<file path="src/rtl/clkprog_pkg.sv">
package clkprog_pkg;
   localparam int CTL_W = 4;
   localparam int HDR_W = 3;
   // header sent LSB first: 1, 0, 0 (last zero selects a write)
   localparam logic [HDR_W-1:0] HDR_BITS = 3'b001;
   localparam logic [1:0] CTL_LOW_BITS = 2'b01;

   typedef enum logic [2:0] {
      PS_IDLE, PS_BLANK, PS_STEP, PS_POST,
      PS_RESTORE, PS_SETTLE, PS_FINAL, PS_DONE
   } ps_state_t;
endpackage

</file>
<file path="src/rtl/clkprog_timer.sv">
module clkprog_timer #(
   parameter int CW = 8
) (
   input  logic          clk,
   input  logic          rst_n,
   input  logic          run,
   input  logic [CW-1:0] limit,
   output logic          hit
);
   logic [CW-1:0] cnt_q;

   assign hit = run && (cnt_q == limit);

   always_ff @(posedge clk or negedge rst_n) begin
      if (!rst_n)          cnt_q <= '0;
      else if (!run || hit) cnt_q <= '0;
      else                 cnt_q <= cnt_q + 1'b1;
   end


   timer_bound_chk: assert property (@(posedge clk) disable iff (!rst_n)
      run |-> cnt_q <= limit);
endmodule

</file>
<file path="src/rtl/clkprog_ctlmux.sv">
module clkprog_ctlmux
   import clkprog_pkg::*;
#(
   parameter int FW = 21,
   parameter int SW = 6
) (
   input  ps_state_t        state,
   input  logic [SW-1:0]    step,
   input  logic [FW-1:0]    frame,
   input  logic [CTL_W-1:0] keep,
   input  logic [CTL_W-1:0] sel,
   input  logic [CTL_W-1:0] hold,
   output logic [CTL_W-1:0] ctl
);
   logic [SW-1:0] idx;
   logic          dbit;

   assign idx = (step - SW'(2)) >> 1;

   always_comb begin
      dbit = 1'b0;
      for (int j = 0; j < FW; j++)
         if (idx == SW'(j)) dbit = frame[j];
   end

   always_comb begin
      unique case (state)
         PS_BLANK:              ctl = '0;
         PS_STEP, PS_POST: begin
            if (step == SW'(0))      ctl = 4'b0000;
            else if (step == SW'(1)) ctl = 4'b0001;
            else                     ctl = {step[0], dbit, CTL_LOW_BITS};
         end
         PS_RESTORE, PS_SETTLE: ctl = keep;
         PS_FINAL:              ctl = sel;
         default:               ctl = hold;
      endcase
   end
endmodule

</file>
<file path="src/rtl/clkprog_seq.sv">
module clkprog_seq
   import clkprog_pkg::*;
#(
   parameter int ADDR_W     = 5,
   parameter int WORD_W     = 13,
   parameter int STROBE_DLY = 3250,
   parameter int BLANK_DLY  = 1875000,
   parameter int POST_DLY   = 125000,
   parameter int SETTLE_DLY = 6250000
) (
   input  logic              clk,
   input  logic              rst_n,
   input  logic              start_i,
   input  logic [ADDR_W-1:0] addr_i,
   input  logic [WORD_W-1:0] word_i,
   input  logic [3:0]        keep_i,
   output logic [3:0]        ctl_o,
   output logic              strobe_o,
   output logic              blank_o,
   output logic              done_o
);
   localparam int FW    = HDR_W + ADDR_W + WORD_W;
   localparam int NSTEP = 2 + 2 * FW;
   localparam int SW    = $clog2(NSTEP);
   localparam int MAXA  = (STROBE_DLY > BLANK_DLY) ? STROBE_DLY : BLANK_DLY;
   localparam int MAXB  = (POST_DLY > SETTLE_DLY) ? POST_DLY : SETTLE_DLY;
   localparam int MAXD  = (MAXA > MAXB) ? MAXA : MAXB;
   localparam int CW    = $clog2(MAXD + 1);

   generate
      if (ADDR_W < CTL_W)   $error("ADDR_W must cover the final select nibble");
      if (WORD_W < 1)       $error("WORD_W must be positive");
      if (STROBE_DLY < 1)   $error("STROBE_DLY must be at least 1");
      if (BLANK_DLY < 1)    $error("BLANK_DLY must be at least 1");
      if (POST_DLY < 1)     $error("POST_DLY must be at least 1");
      if (SETTLE_DLY < 1)   $error("SETTLE_DLY must be at least 1");
   endgenerate

   ps_state_t        state_q;
   logic [SW-1:0]    step_q;
   logic [FW-1:0]    frame_q;
   logic [CTL_W-1:0] keep_q, sel_q, hold_q;
   logic [CW-1:0]    limit;
   logic             run, hit;

   always_comb begin
      run   = 1'b1;
      limit = '0;
      unique case (state_q)
         PS_BLANK:  limit = CW'(BLANK_DLY - 1);
         PS_STEP:   limit = CW'(STROBE_DLY);
         PS_POST:   limit = CW'(POST_DLY - 1);
         PS_SETTLE: limit = CW'(SETTLE_DLY - 1);
         default:   run   = 1'b0;
      endcase
   end

   clkprog_timer #(.CW(CW)) u_timer (
      .clk(clk), .rst_n(rst_n), .run(run), .limit(limit), .hit(hit)
   );

   always_ff @(posedge clk or negedge rst_n) begin
      if (!rst_n) begin
         state_q <= PS_IDLE;
         step_q  <= '0;
         frame_q <= '0;
         keep_q  <= '0;
         sel_q   <= '0;
         hold_q  <= '0;
      end else begin
         unique case (state_q)
            PS_IDLE: if (start_i) begin
               frame_q <= {word_i, addr_i, HDR_BITS};
               keep_q  <= keep_i;
               sel_q   <= addr_i[CTL_W-1:0];
               state_q <= PS_BLANK;
            end
            PS_BLANK: if (hit) begin
               step_q  <= '0;
               state_q <= PS_STEP;
            end
            PS_STEP: if (hit) begin
               if (step_q == SW'(NSTEP - 1)) state_q <= PS_POST;
               else                          step_q  <= step_q + 1'b1;
            end
            PS_POST:    if (hit) state_q <= PS_RESTORE;
            PS_RESTORE: state_q <= PS_SETTLE;
            PS_SETTLE:  if (hit) state_q <= PS_FINAL;
            PS_FINAL: begin
               hold_q  <= sel_q;
               state_q <= PS_DONE;
            end
            default:    state_q <= PS_IDLE;
         endcase
      end
   end

   clkprog_ctlmux #(.FW(FW), .SW(SW)) u_ctl (
      .state(state_q), .step(step_q), .frame(frame_q),
      .keep(keep_q), .sel(sel_q), .hold(hold_q), .ctl(ctl_o)
   );

   assign strobe_o = (state_q == PS_STEP && hit) ||
                     state_q == PS_RESTORE || state_q == PS_FINAL;
   assign blank_o  = state_q == PS_BLANK || state_q == PS_STEP ||
                     state_q == PS_POST;
   assign done_o   = state_q == PS_DONE;


   strobe_gap_chk: assert property (@(posedge clk) disable iff (!rst_n)
      strobe_o |=> !strobe_o);

   ctl_hold_chk: assert property (@(posedge clk) disable iff (!rst_n)
      (strobe_o && blank_o) |-> $stable(ctl_o));

   done_pulse_chk: assert property (@(posedge clk) disable iff (!rst_n)
      done_o |=> !done_o);

   done_after_write_chk: assert property (@(posedge clk) disable iff (!rst_n)
      done_o |-> $past(strobe_o));

   blank_start_chk: assert property (@(posedge clk) disable iff (!rst_n)
      $rose(blank_o) |-> $past(start_i));

   restore_write_chk: assert property (@(posedge clk) disable iff (!rst_n)
      $fell(blank_o) |-> strobe_o);
endmodule

</file>
<file path="config.mk">
export PLATFORM = sky130hd
export DESIGN_NAME = clkprog_seq
export DESIGN_NICKNAME = d
export VERILOG_FILES = /design/src/rtl/clkprog_pkg.sv /design/src/rtl/clkprog_timer.sv /design/src/rtl/clkprog_ctlmux.sv /design/src/rtl/clkprog_seq.sv
export SDC_FILE = /design/constraint.sdc
export NUM_CORES = 1
export LEC_CHECK = 0
export BUFFER_PORTS_ARGS = -buffer_cell sky130_fd_sc_hd__buf_2
export CAP_MARGIN = 30
export CORE_MARGIN = 2
export CORE_UTILIZATION = 60
export DETAILED_ROUTE_END_ITERATION = 8
export PLACE_DENSITY = 0.78
export SYNTH_ARGS = -nofsm -noshare
export SYNTH_HDL_FRONTEND = slang
export SYNTH_SLANG_ARGS = --single-unit
</file>
<file path="constraint.sdc">
create_clock -name clk -period 2.75 [get_ports clk]
set_clock_uncertainty 0.05 [all_clocks]
set_input_delay 0.275 -clock clk [delete_from_list [all_inputs] [get_ports clk]]
set_output_delay 0.275 -clock clk [all_outputs]
set_load 0.02 [all_outputs]
</file>
==> flow_metrics.py <==
metrics = {
    "logic_synthesis": {
        "synth_flop_cell": "dfrtp_1",
        "synth-edff-count": 0,
        "syn_nets": 401,
        "avgSynthCellArea_um2": 9.448,
        "ys_warn_count": 0,
        "yosysSeqAreaShare": 0.4201,
        "synth_cell_type_count": 60,
        "async_flop_share": 1.000,
        "ys_ff_latch": 59,
        "synth_area_um2": 3515,
        "synthCells": 372,
    },
    "final_layout": {
        "area_delta_synth_final_pct": 14.70,
        "post-route-util": 0.7232,
        "layout_common_cells": "52 x nor2_1, 52 x dfrtp_1, 30 x buf_2, 26 x nand2_1, 24 x mux2_2",
        "fin_cells": 490,
        "fin_nets": 443,
        "drive_gt1_frac": 0.2967,
        "antenna_cells": 0,
        "fillCellCount": 417,
    },
    "clock_tree": {
        "cts_root_buf": "clkbuf_8",
        "htree_levels": 3,
        "clock_path_buffers": 2,
        "clock-sinks": 59,
        "cts_tree": "built",
        "cts_buffers": 9,
        "holdBufCountCts": 0,
        "clk_latency_ns": 0.34,
        "clk_pin_slew_ns": 0.07,
    },
    "sta": {
        "period_share": 0.9977,
        "fin_crit_ns": 2.744,
        "rsz0062_at_grt": "true",
        "slew_violations": 0,
        "setup_viol": 0,
        "tightest_slew_ns": 0.7534,
        "relSlewSlack": 0.4977,
        "hold_violations": 0,
        "clock.fmax_mhz": 364.5,
    },
    "global_routing": {
        "overflow": 0,
        "grt_pass1_wl_mm": 13.59,
        "grt_max_degree": 60,
        "track_usage": 0.2746,
        "antenna_found_initial": 0,
        "grt_pass1_vias": 2797,
    },
    "setup_path": {
        "slowest_delay_ns": 0.53,
        "critical_path.endpoint_type": "primary output",
        "required_ns": 2.42,
        "crit_type": "flop to primary output",
        "cpMaxStageDelayCell": "or4b_4",
        "cp.arrival_ns": 2.42,
        "cp_max_fo": 8,
        "worst_setup_path_start_kind": "flop",
        "path_cells": "or4b_4 > a21oi_2 > a21oi_2 > nor3_2 > nand4_1 > buf_6 > nor2_2 > o21a_1 > buf_6",
    },
    "route": {
        "vias": 2966,
        "wl_per_cell_um": 16.05,
        "drt_iter0_markers": 369,
        "via_per_inst": 6.053,
        "route.detailed.drc": 0,
        "antenna_left": 0,
        "dr.pass1.iters": 5,
        "routed_wl_mm": 7.863,
    },
    "die": {
        "die_w_um": 80.54,
        "io_pins": 32,
        "num_rows": 27,
        "die_h_um": 80.54,
        "die_area_um2": 6486,
        "coreArea_um2": 5574,
        "start_util": 0.6305,
    },
    "power_and_ir_drop": {
        "ir_drop_v": 0.0003572,
        "power.leakage_nw": 1.869,
        "p_per_area_nw_per_um2": 414.3,
    },
    "place": {
        "dp_hpwl_mm": 5.328,
        "place_congestion": 0.8692,
        "placedCellCount": 466,
        "port_buffers": 31,
    },
    "run": {
        "max_cap_violations": 0,
    },
    "outcome": {
        "outcome": "finished, final reports clean",
    },
    "hold_path": {
        "hold_class": "input port to async pin",
    },
}
cell families (layout without fill, tap and decap cells):
family,count (synthesis),count (layout),synth area share
AO/OA/AOI/OAI,71,71,0.1417
adder cells (fa/ha/maj),4,4,0.01424
buffers and inverters,36,82,0.05518
multiplexers,34,34,0.1054
XOR/XNOR,22,22,0.05482
flip-flops,59,59,0.4201
AND/OR/NAND/NOR,146,146,0.2086
cells in the mapped netlist (11+ instances only):
library cell / number / area, µm²
mux2_2: 24 / 270.3
xor2_1: 11 / 96.34
a21oi_1: 13 / 65.06
inv_1: 12 / 45.04
o21ai_0: 19 / 95.09
nor2_1: 53 / 198.9
nand3_1: 14 / 70.07
nand2_1: 26 / 97.59
dfrtp_1: 59 / 1476
xnor2_1: 11 / 96.34
nor3_1: 11 / 55.05
final timing paths:
kind / start / end / slack (ns) / depth (start not counted)
worst max-delay path: state_q[0] / strobe_o / 0.006 / 9
worst min-delay path: rst_n / frame_q[9] / 0.01 / 2
worst max register to register: state_q[0] / step_q[2] / 0.09 / 8
worst min register to register: frame_q[0] / frame_q[0] / 0.42 / 1
max in group asynchronous: rst_n / step_q[3] / 2.06 / 2
min in group clk: addr_i[2] / sel_q[2] / 0.08 / 3
layer usage:
metal,part of all wire,routed length [µm],track usage
met1,0.45,3518,0.3953
met2,0.46,3592,0.4083
met3,0.079,620,0.07640
met4,0.017,131,0.07119
met5,0,0,0
state kept, by name, indices dropped and copies added, names as in the netlist:
name,cells
hold_q,4
frame_q,16
state_q,3
step_q,6
keep_q,4
u_timer.cnt_q,23
sel_q,3
per-stage QoR:
stage | worst slack [ns] | total power [mW] | cell area (µm²) | hold WS, ns | setup TNS, ns
2_1_floorplan | 0.2654 | 0.8845 | 3515 | -0.07059 | 0
3_3_place_gp | 0.2114 | 0.9176 | 3716 | 0.4040 | 0
3_5_place_dp | 0.1354 | 0.9187 | 3716 | 0.4031 | 0
4_1_cts | 0.02926 | 1.685 | 3938 | 0.05221 | 0
5_1_grt | -0.1101 | 1.727 | 4031 | 0.1003 | -0.2125
6_report | 0.006233 | 1.670 | 4031 | 0.01413 | 0
what timing repair did:
item                                    4_1_cts  5_1_grt
endpoints found under the setup margin        1        7
pin swaps                                     1        6
buffers inserted                              3        6
cloned                                        0        0
resized for setup                             3       16
critical path: cells and delay by family, from the launching register on:
family,cells,cell delay [ns]
buf+inv,2,0.29
flops,1,0.46
compound gates,3,0.37
simple gates,4,0.95
report_power, final:
part,leakage (nW),switching (mW),internal [mW]
Combinational,0.994,0.0205,0.0129
Sequential,0.784,0,0.868
Clock,0.0913,0.356,0.414
cell type report:
type,count,area [µm²],share of cell area
Multi-Input combinational cell,277,1882,0.4668
Sequential cell,59,1485,0.3684
Timing Repair Buffer,53,330.3,0.08194
Clock buffer,9,123.9,0.03073
Tap cell,72,90.09,0.02235
Clock inverter,6,67.56,0.01676
Inverter,14,52.55,0.01304
Power figures use the tool's default switching activity.
